===== src/rtl/gpio_edge_pkg.sv =====
package gpio_edge_pkg;

  localparam int FIRST_BANK  = 'h10;
  localparam int BANK_STRIDE = 'h28;
  localparam int LINE_EN_OFS = 'h08;
  localparam int BANK_BITS   = 32;
  localparam int HALF_BITS   = 16;

  typedef enum logic [3:0] {
    IDX_DIR   = 4'd0,
    IDX_OUT   = 4'd1,
    IDX_SET   = 4'd2,
    IDX_CLR   = 4'd3,
    IDX_LVL   = 4'd4,
    IDX_RSET  = 4'd5,
    IDX_RCLR  = 4'd6,
    IDX_FSET  = 4'd7,
    IDX_FCLR  = 4'd8,
    IDX_STAT  = 4'd9
  } reg_idx_e;

  function automatic int bank_width(int npins, int bank);
    int rem;
    rem = npins - BANK_BITS * bank;
    return (rem > BANK_BITS) ? BANK_BITS : rem;
  endfunction

endpackage


===== src/rtl/gpio_in_sync.sv =====
module gpio_in_sync #(
  parameter int W = 32
) (
  input  logic         clk_i,
  input  logic         rst_ni,
  input  logic [W-1:0] pin_i,
  output logic [W-1:0] lvl_o,
  output logic [W-1:0] rise_o,
  output logic [W-1:0] fall_o
);

  logic [W-1:0] meta_q, lvl_q, prev_q;

  always_ff @(posedge clk_i or negedge rst_ni) begin
    if (!rst_ni) begin
      meta_q <= '0;
      lvl_q  <= '0;
      prev_q <= '0;
    end else begin
      meta_q <= pin_i;
      lvl_q  <= meta_q;
      prev_q <= lvl_q;
    end
  end

  assign lvl_o  = lvl_q;
  assign rise_o = lvl_q & ~prev_q;
  assign fall_o = ~lvl_q & prev_q;

endmodule


===== src/rtl/gpio_bank_regs.sv =====
module gpio_bank_regs
  import gpio_edge_pkg::*;
#(
  parameter int W = 32
) (
  input  logic         clk_i,
  input  logic         rst_ni,
  input  logic         sel_i,
  input  logic         we_i,
  input  reg_idx_e     idx_i,
  input  logic [W-1:0] wdata_i,
  input  logic [W-1:0] lvl_i,
  input  logic [W-1:0] rise_i,
  input  logic [W-1:0] fall_i,
  output logic [W-1:0] dir_o,
  output logic [W-1:0] out_o,
  output logic [31:0]  rdata_o,
  output logic         irq_lo_o,
  output logic         irq_hi_o
);

  logic [W-1:0] dir_q, out_q, ren_q, fen_q, stat_q;
  logic [W-1:0] hit, w1c, rd_val;
  logic         wr;

  assign wr  = sel_i & we_i;
  assign hit = (rise_i & ren_q) | (fall_i & fen_q);
  assign w1c = (wr && idx_i == IDX_STAT) ? wdata_i : '0;

  always_ff @(posedge clk_i or negedge rst_ni) begin
    if (!rst_ni) begin
      dir_q <= '1;
      out_q <= '0;
      ren_q <= '0;
      fen_q <= '0;
    end else if (wr) begin
      case (idx_i)
        IDX_DIR:  dir_q <= wdata_i;
        IDX_OUT:  out_q <= wdata_i;
        IDX_SET:  out_q <= out_q | wdata_i;
        IDX_CLR:  out_q <= out_q & ~wdata_i;
        IDX_RSET: ren_q <= ren_q | wdata_i;
        IDX_RCLR: ren_q <= ren_q & ~wdata_i;
        IDX_FSET: fen_q <= fen_q | wdata_i;
        IDX_FCLR: fen_q <= fen_q & ~wdata_i;
        default:  ;
      endcase
    end
  end

  // new edge takes priority over a same-cycle clear
  always_ff @(posedge clk_i or negedge rst_ni) begin
    if (!rst_ni) stat_q <= '0;
    else         stat_q <= (stat_q & ~w1c) | hit;
  end

  always_comb begin
    case (idx_i)
      IDX_DIR:                    rd_val = dir_q;
      IDX_OUT, IDX_SET, IDX_CLR:  rd_val = out_q;
      IDX_LVL:                    rd_val = lvl_i;
      IDX_RSET, IDX_RCLR:         rd_val = ren_q;
      IDX_FSET, IDX_FCLR:         rd_val = fen_q;
      IDX_STAT:                   rd_val = stat_q;
      default:                    rd_val = '0;
    endcase
  end

  assign rdata_o = sel_i ? 32'(rd_val) : '0;
  assign dir_o   = dir_q;
  assign out_o   = out_q;

  generate
    if (W > HALF_BITS) begin : g_two_halves
      assign irq_lo_o = |stat_q[HALF_BITS-1:0];
      assign irq_hi_o = |stat_q[W-1:HALF_BITS];
    end else begin : g_one_half
      assign irq_lo_o = |stat_q;
      assign irq_hi_o = 1'b0;
    end
  endgenerate

  assert_set_strobe_R4: assert property (@(posedge clk_i) disable iff (!rst_ni)
    (wr && idx_i == IDX_SET) |=> ((out_q & $past(wdata_i)) == $past(wdata_i)));

  assert_clr_strobe_R4: assert property (@(posedge clk_i) disable iff (!rst_ni)
    (wr && idx_i == IDX_CLR) |=> ((out_q & $past(wdata_i)) == '0));

  assert_stat_source_R7: assert property (@(posedge clk_i) disable iff (!rst_ni)
    1'b1 |=> ((stat_q & ~$past(stat_q) & ~$past(hit)) == '0));

  assert_w1c_clears_R8: assert property (@(posedge clk_i) disable iff (!rst_ni)
    (|(w1c & ~hit)) |=> ((stat_q & $past(w1c & ~hit)) == '0));

  assert_edge_wins_R9: assert property (@(posedge clk_i) disable iff (!rst_ni)
    (|(w1c & hit)) |=> ((stat_q & $past(w1c & hit)) == $past(w1c & hit)));

endmodule


===== src/rtl/gpio_edge_ctrl.sv =====
module gpio_edge_ctrl
  import gpio_edge_pkg::*;
#(
  parameter int   NUM_PINS  = 40,
  parameter int   ADDR_W    = 12,
  localparam int  NUM_BANKS = (NUM_PINS + BANK_BITS - 1) / BANK_BITS,
  localparam int  NUM_LINES = 2 * NUM_BANKS
) (
  input  logic                 clk_i,
  input  logic                 rst_ni,
  input  logic                 wr_i,
  input  logic                 rd_i,
  input  logic [ADDR_W-1:0]    addr_i,
  input  logic [31:0]          wdata_i,
  output logic [31:0]          rdata_o,
  input  logic [NUM_PINS-1:0]  pin_i,
  output logic [NUM_PINS-1:0]  pin_o,
  output logic [NUM_PINS-1:0]  pin_oe_o,
  output logic [NUM_LINES-1:0] irq_o
);

  localparam logic [ADDR_W-3:0] LINE_EN_WORD = (ADDR_W-2)'(LINE_EN_OFS >> 2);

  logic [NUM_LINES-1:0] line_en_q;
  logic [NUM_LINES-1:0] line_raw;
  logic [31:0]          bank_rdata [NUM_BANKS];
  logic [31:0]          rdata_d, rdata_q;
  logic                 line_en_hit;

  assign line_en_hit = (addr_i[ADDR_W-1:2] == LINE_EN_WORD);

  always_ff @(posedge clk_i or negedge rst_ni) begin
    if (!rst_ni)                  line_en_q <= '0;
    else if (wr_i && line_en_hit) line_en_q <= wdata_i[NUM_LINES-1:0];
  end

  genvar b;
  generate
    for (b = 0; b < NUM_BANKS; b++) begin : g_bank
      localparam int W = bank_width(NUM_PINS, b);
      localparam logic [ADDR_W-1:0] BASE  = ADDR_W'(FIRST_BANK + b * BANK_STRIDE);
      localparam logic [ADDR_W-1:0] LIMIT = ADDR_W'(FIRST_BANK + (b + 1) * BANK_STRIDE);

      logic         sel;
      reg_idx_e     idx;
      logic [W-1:0] lvl, rise, fall, dir, outv;

      assign sel = (addr_i >= BASE) && (addr_i < LIMIT);
      assign idx = reg_idx_e'(4'((addr_i - BASE) >> 2));

      gpio_in_sync #(.W(W)) u_sync (
        .clk_i  (clk_i),
        .rst_ni (rst_ni),
        .pin_i  (pin_i[BANK_BITS*b +: W]),
        .lvl_o  (lvl),
        .rise_o (rise),
        .fall_o (fall)
      );

      gpio_bank_regs #(.W(W)) u_regs (
        .clk_i    (clk_i),
        .rst_ni   (rst_ni),
        .sel_i    (sel),
        .we_i     (wr_i),
        .idx_i    (idx),
        .wdata_i  (wdata_i[W-1:0]),
        .lvl_i    (lvl),
        .rise_i   (rise),
        .fall_i   (fall),
        .dir_o    (dir),
        .out_o    (outv),
        .rdata_o  (bank_rdata[b]),
        .irq_lo_o (line_raw[2*b]),
        .irq_hi_o (line_raw[2*b+1])
      );

      assign pin_o[BANK_BITS*b +: W]    = outv;
      assign pin_oe_o[BANK_BITS*b +: W] = ~dir;
    end
  endgenerate

  assign irq_o = line_raw & line_en_q;

  always_comb begin
    rdata_d = line_en_hit ? 32'(line_en_q) : '0;
    for (int i = 0; i < NUM_BANKS; i++) rdata_d = rdata_d | bank_rdata[i];
  end

  always_ff @(posedge clk_i or negedge rst_ni) begin
    if (!rst_ni) rdata_q <= '0;
    else         rdata_q <= rd_i ? rdata_d : '0;
  end

  assign rdata_o = rdata_q;

  assert_idle_rdata_R11: assert property (@(posedge clk_i) disable iff (!rst_ni)
    !rd_i |=> (rdata_o == '0));

endmodule


===== config.mk =====
export PLATFORM = sky130hd
export DESIGN_NAME = gpio_edge_ctrl
export DESIGN_NICKNAME = d
export VERILOG_FILES = /design/src/rtl/gpio_edge_pkg.sv /design/src/rtl/gpio_in_sync.sv /design/src/rtl/gpio_bank_regs.sv /design/src/rtl/gpio_edge_ctrl.sv
export SDC_FILE = /design/constraint.sdc
export NUM_CORES = 1
export LEC_CHECK = 0
export CORE_ASPECT_RATIO = 0.8
export CORE_MARGIN = 4
export CORE_UTILIZATION = 54
export DETAILED_ROUTE_END_ITERATION = 10
export PLACE_DENSITY_LB_ADDON = 0.2
export SLEW_MARGIN = 0
export SYNTH_ARGS = -nofsm -noshare
export SYNTH_HDL_FRONTEND = slang
export SYNTH_SLANG_ARGS = --single-unit

===== constraint.sdc =====
create_clock -name clk_i -period 1.54 [get_ports clk_i]
set_input_delay 0.308 -clock clk_i [delete_from_list [all_inputs] [get_ports clk_i]]
set_output_delay 0.308 -clock clk_i [all_outputs]
set_load 0.01 [all_outputs]

# --- Yosys cells after proc, flatten, opt, wreduce, memory -nomap -nowiden ---
# Index checks and enable logic that the tools add are counted.
word_totals:
  output_inout_bits: 116
  inputBits: 88
  register_bits: 356
op_classes:
  n_bitwise: 41
  add_sub_neg: 2
  n_lt_le_gt_ge: 4
  reduce_logical: 30
  mux: 14
  n_eq_ne: 19
op_table:
  columns: ["op", "n"]
  rows:
  - ["32-bit AND", 8]
  - ["32-bit OR", 6]
  - ["32-bit one-hot mux with 6 select lines", 1]
  - ["32-bit inverter", 5]
  - ["32-bit one-hot mux with 2 select lines", 2]
  - ["32-bit 2-to-1 mux", 3]
  - ["32-bit one-hot mux with 3 select lines", 1]
  - ["8-bit AND", 8]
  - ["8-bit one-hot mux with 6 select lines", 1]
  - ["8-bit inverter", 5]
  - ["8-bit OR", 5]
  - ["4-bit by 3-bit == test with 1-bit output (second input constant)", 8]
  - ["4-bit by 32-bit OR with 32-bit output", 1]
  - ["8-bit one-hot mux with 2 select lines", 2]
  - ["16-bit OR reduction", 2]
  - ["8-bit one-hot mux with 3 select lines", 1]
  - ["4-bit by 2-bit == test with 1-bit output (second input constant)", 4]
  - ["4-bit == test (second input constant)", 4]
  - ["8-bit 2-to-1 mux", 2]
  - ["2-bit AND reduction", 8]
  - ["12-bit by 5-bit >= comparator with 1-bit output (second input constant)", 1]
  - ["12-bit by 6-bit >= comparator with 1-bit output (second input constant)", 1]
  - ["12-bit by 6-bit < comparator with 1-bit output (second input constant)", 1]
  - ["12-bit by 7-bit < comparator with 1-bit output (second input constant)", 1]
  - ["other kinds (14)", 29]

# --- Depth between registers and ports, before layout ---
depth:
  depth_word: 8
  ltp_mapped: 8
  mapped_depth_nobuf: 6

# --- Cells and area by module ---
# Synthesis repeated with hierarchy kept, for this count alone.
unflattened:
  cells_unflattened: 1315
  hier_area_um2: 15845.2
modules_own_cells:
  columns: ["mod", "area_each_um2", "seq_area_each_um2", "n_inst", "cells_each"]
  rows:
  - ["gpio_bank_regs (g_bank[0].u_regs)", 8085.3, 4043.9, 1, 739]
  - ["gpio_in_sync (g_bank[0].u_sync)", 2962.8, 2402.3, 1, 160]
  - ["gpio_bank_regs (g_bank[1].u_regs)", 2463.6, 1011.0, 1, 227]
  - ["gpio_edge_ctrl", 1592.8, 900.9, 1, 149]
  - ["gpio_in_sync (g_bank[1].u_sync)", 740.7, 600.6, 1, 40]

# --- Worst setup path after synthesis ---
# No wires, ideal clock.
synth_path:
  path_kind: "in2reg"
  startpoint: "input addr_i[3]"
  endpoint: "register (tool-made name)"
  path_buffers: 2
  stages: 7
  required_ns: 1.458
  setup_time_ns: 0.082
  slack_ns: -0.441
  arrival_time_ns: 1.899
  cell_sequence: "ha_1 -> buf_2 -> buf_1 -> nand2_1 -> o21bai_1 -> a31oi_1 -> a31oi_1"
synth_lines:
  columns: ["element", "line_no", "text"]
  rows:
  - ["start: declaration", "gpio_edge_ctrl.sv:13", "input logic [ADDR_W-1:0] addr_i,"]

# --- Final worst setup path ---
layout_path:
  startpoint: "register g_bank[0].u_regs.stat_q[1]"
  endpoint: "output irq_o[0]"
layout_between:
  elab_chain_cells: 2
layout_rtl:
  columns: ["element", "line_no", "text"]
  rows:
  - ["start: declaration", "gpio_bank_regs.sv:22", "logic [W-1:0] dir_q, out_q, ren_q, fen_q, stat_q;"]
  - ["start signal: assignment", "gpio_bank_regs.sv:54", "else stat_q <= (stat_q & ~w1c) | hit;"]
  - ["16-bit OR reduction", "gpio_bank_regs.sv:75", "assign irq_lo_o = |stat_q[HALF_BITS-1:0];"]
  - ["3-bit by 4-bit AND with 4-bit output", "gpio_edge_ctrl.sv:82", "assign irq_o = line_raw & line_en_q;"]
  - ["end: declaration", "gpio_edge_ctrl.sv:19", "output logic [NUM_LINES-1:0] irq_o"]
# Every way passes these cells.

==> Implementation_results.wiki <==
{| class="wikitable"
! Metric !! Value
|-
| Chip Width || 197 um
|-
| Cell taking the most area after synthesis || sky130_fd_sc_hd__dfrtp_1
|-
| Height of the chip || 159 um
|-
| Violations in the final reports || setup timing
|-
| Placement Cell Area || 20000 um2
|-
| Slowest Stage Delay on Critical Path || 0.39 ns
|-
| Worst slew pin tran || 0.517 ns
|-
| Worst vdd ir || 1010 uV
|-
| Number of fill cells in the layout || 1612
|-
| Gr ovfl total || 0
|-
| Max stage delay cell, worst path || sky130_fd_sc_hd__dfrtp_1
|-
| Number of warnings printed during yosys synthesis || 0
|-
| Outcome || finished with violations
|-
| RSZ-0062 raised after global routing || yes
|-
| Headroom to the max-slew limit || 65.5%
|-
| Cells along the critical path || nor4_2 > buf_4 > a41oi_4 > buf_2
|-
| Clock latency on the worst-skew pair || 0.55 ns
|-
| Startpoint of the worst register-to-register path || g_bank[0].u_regs.stat_q[5]
|-
| Clock root buffer master || sky130_fd_sc_hd__clkbuf_16
|-
| Total number of H-tree levels || 2
|-
| Net count of the mapped netlist || 1459
|-
| Fmax achieved || 0.494 GHz
|-
| FF+latch count, synth || 356
|-
| Final cell utilization of the core || 80.6%
|-
| Cell count of the worst hold path || 1
|-
| Final non-filler cell area || 22800 um2
|-
| Share of total power in sequential cells || 45.8%
|-
| Cell family with most CP delay || flip-flops
|-
| WL per Instance || 24.5 um
|-
| Worst-case reg-to-reg path depth || 7
|-
| Setup_tns || -2.46 ns
|-
| Clock Sink Count || 356
|-
| Area growth syn-to-layout || 47.3%
|-
| Placed cells || 2081
|-
| Flop-to-flop setup slack || -0.10 ns
|-
| Setup WS post-layout || -0.485 ns
|-
| I/O pins || 204
|-
| Cell count along the critical path || 4
|-
| Routability Congestion || 1.02
|-
| Required time of the critical path || 1.23 ns
|-
| Clock tree from TritonCTS || done
|-
| Max cap viols || 0
|-
| Top cells by area in the synthesized netlist || sky130_fd_sc_hd__dfrtp_1, sky130_fd_sc_hd__dfstp_2, sky130_fd_sc_hd__nand2_1
|-
| Gate Count Post-Synth || 1370
|-
| Inserted Clock Buffers || 37
|-
| Clock-pin transition on the worst setup and hold timing paths || 0.07 ns
|-
| Part of the power in combinational logic || 10.2%
|-
| Crit path capture type || output port
|-
| Number of max-slew violations in the final report || 0
|-
| Summed instance area of the synthesized netlist || 15500 um2
|-
| Portion of synthesized cell area occupied by the leading cell type || 51.1%
|-
| Total routing resource utilization after global routing || 33.4%
|-
| Remaining DRCs || 0
|-
| Most instantiated library cell after synthesis || sky130_fd_sc_hd__dfrtp_1
|-
| Cell row count || 55
|-
| Max Buffers Root-to-Sink || 3
|-
| Via count || 14.0k
|-
| Hpwl dp || 34800 um
|-
| Pin count of the biggest net entering global routing || 58
|-
| Switching power summed over all nets || 5210 uW
|-
| Arr. time, crit path || 1.72 ns
|-
| Filler-free cell count of the finished design || 2254
|-
| Worst setup SP type || flip-flop
|-
| Share of post-route cells with drive strength above 1 || 40.9%
|-
| Via count of the first global-routing pass || 14.2k
|-
| Area of the placeable core || 28300 um2
|-
| Critical path type || reg -> out
|-
| Time the final worst path needs with I/O delays and setup || 2.02 ns
|-
| Router iterations before antenna repair || 8
|-
| Synth Area per Inst || 11.3 um2
|-
| Switching Fraction || 24.2%
|-
| Number of buffers and inverters on the critical path || 2
|-
| Antenna violations before repair || 2
|-
| Worst clock skew on the final layout || 0.0190 ns
|-
| Count of flip-flops with a built-in enable after synthesis || 0
|-
| CP Launch Point || g_bank[0].u_regs.stat_q[1]
|-
| Worst Hold Margin || 0.193 ns
|-
| Post-layout nets || 1943
|-
| Clock power share || 44.1%
|-
| Maximum net fanout on the critical path || 2
|-
| Synth async-reset ratio || 100%
|-
| Avg Vias per Cell || 6.20
|-
| DRC marker count from the first detailed-route iteration || 1490
|-
| Count of antenna-violating nets left after detailed routing || 0
|-
| Final Routed Wirelength || 55200 um
|-
| Leakage component of the power || 0.0103 uW
|-
| Commonest cells post-synth || sky130_fd_sc_hd__dfrtp_1, sky130_fd_sc_hd__nand2_1, sky130_fd_sc_hd__a21oi_1
|-
| Endpoint of the worst register-to-register path || rdata_o[5]
|-
| Power density over cell area || 945 nW/um2
|-
| Floorplan die area || 31400 um2
|-
| Number of hold violations in the final report || 0
|-
| Initial standard-cell utilization of the core || 54.7%
|-
| Internal power || 16300 uW
|-
| Port Buf Inserts || 202
|-
| Distinct cell type count after synthesis || 69
|-
| Critical path destination || irq_o[0]
|-
| Global-route wire length before repair || 82200 um
|-
| Prevailing post-synth register cell || sky130_fd_sc_hd__dfrtp_1
|-
| Final setup violation count || 45
|-
| Final worst-path cycle share || 131%
|-
| Share of the yosys chip area belonging to registers || 57.9%
|-
| HP Class || in -> reg
|}
[power groups by stage]
stage | combinational, uW | sequential (uW) | clock (uW)
2_1_floorplan | 753 | 9940 | 0
3_3_place_gp | 1920 | 9990 | 0
3_5_place_dp | 1950 | 10000 | 0
4_1_cts | 2060 | 9840 | 9570
5_1_grt | 2310 | 9880 | 10000
6_report | 2190 | 9860 | 9500
[what timing repair did]
action                                 4_1_cts  5_1_grt
setup endpoints to repair                  351      190
cloned                                       7        5
buffers inserted                            81       18
gates resized for setup                    435      133
endpoints found under the hold margin      210        0
hold buffers                                 1        0
pin swaps                                   23       49
[through the flow]
step	setup WS, ns	power, uW
final	-0.485	21500
after global placement	-1.04	11900
after global routing	-0.552	22200
after detailed placement	-1.07	12000
after floorplan	-0.380	10700
after CTS	-0.514	21500
[placed cells by master (no fill, tap or decap), drive strengths merged, types with 40 or more instances in the layout]
cell type / instances
buf: 378
dfrtp: 316
a21oi: 68
mux2i: 50
dfstp: 40
mux2: 75
a31oi: 48
o21ai: 56
inv: 59
a22o: 41
clkbuf: 68
o211ai: 41
nand2: 210
clkdlybuf4s50: 74
nand3b: 42
[routing by layer]
metal	up-vias	routed length [um]	global-route usage, %
met2	852	24400	49.0
met1	6979	23200	49.5
met4	2	1870	11.2
met3	169	5690	7.57
li1	5972	-	-
met5	-	13	0
[worst register-to-register path: stages, from the launching register on]
cell and delay, ns:
sky130_fd_sc_hd__dfrtp_2 0.46, sky130_fd_sc_hd__buf_6 0.14, sky130_fd_sc_hd__buf_6 0.11, sky130_fd_sc_hd__and3_4 0.18
sky130_fd_sc_hd__a21oi_4 0.11, sky130_fd_sc_hd__o311ai_2 0.11, sky130_fd_sc_hd__a221oi_2 0.25, sky130_fd_sc_hd__o22ai_2 0.15
[final cells by class]
class | instances | area, um2 | area share (%)
inverters | 59 | 234 | 1.03
clock buffers | 53 | 1070 | 4.68
flip-flops and latches | 356 | 8960 | 39.3
diodes | 1 | 2.50 | 0.0110
multi-input cells | 867 | 6740 | 29.6
well taps | 370 | 463 | 2.03
repair buffers | 533 | 5100 | 22.4
clock inverters | 15 | 226 | 0.993
[how the worst min path moves through the flow]
stage | start | slack (ns) | to
after global routing | pin_i[31] | 0.18 | g_bank[0].u_sync.meta_q[31]
after global placement | rst_ni | 0.20 | g_bank[1].u_sync.meta_q[4]
final | pin_i[22] | 0.19 | g_bank[0].u_sync.meta_q[22]
after detailed placement | rst_ni | 0.20 | rdata_o[7]
after CTS | pin_i[22] | 0.18 | g_bank[0].u_sync.meta_q[22]
after floorplan | rst_ni | 0.01 | asynchronous set/reset pin
[cell families after synthesis]
logic type / Yosys count / synth area share, %
compound gates: 382 / 16.9
flops: 356 / 57.9
simple gates: 356 / 11.1
buf+inv: 147 / 4.05
mux: 125 / 9.81
xor+xnor: 2 / 0.113
fa+ha+maj: 1 / 0.0808
other cells: 1 / 0.0242
(Power assumes the default switching activity.)
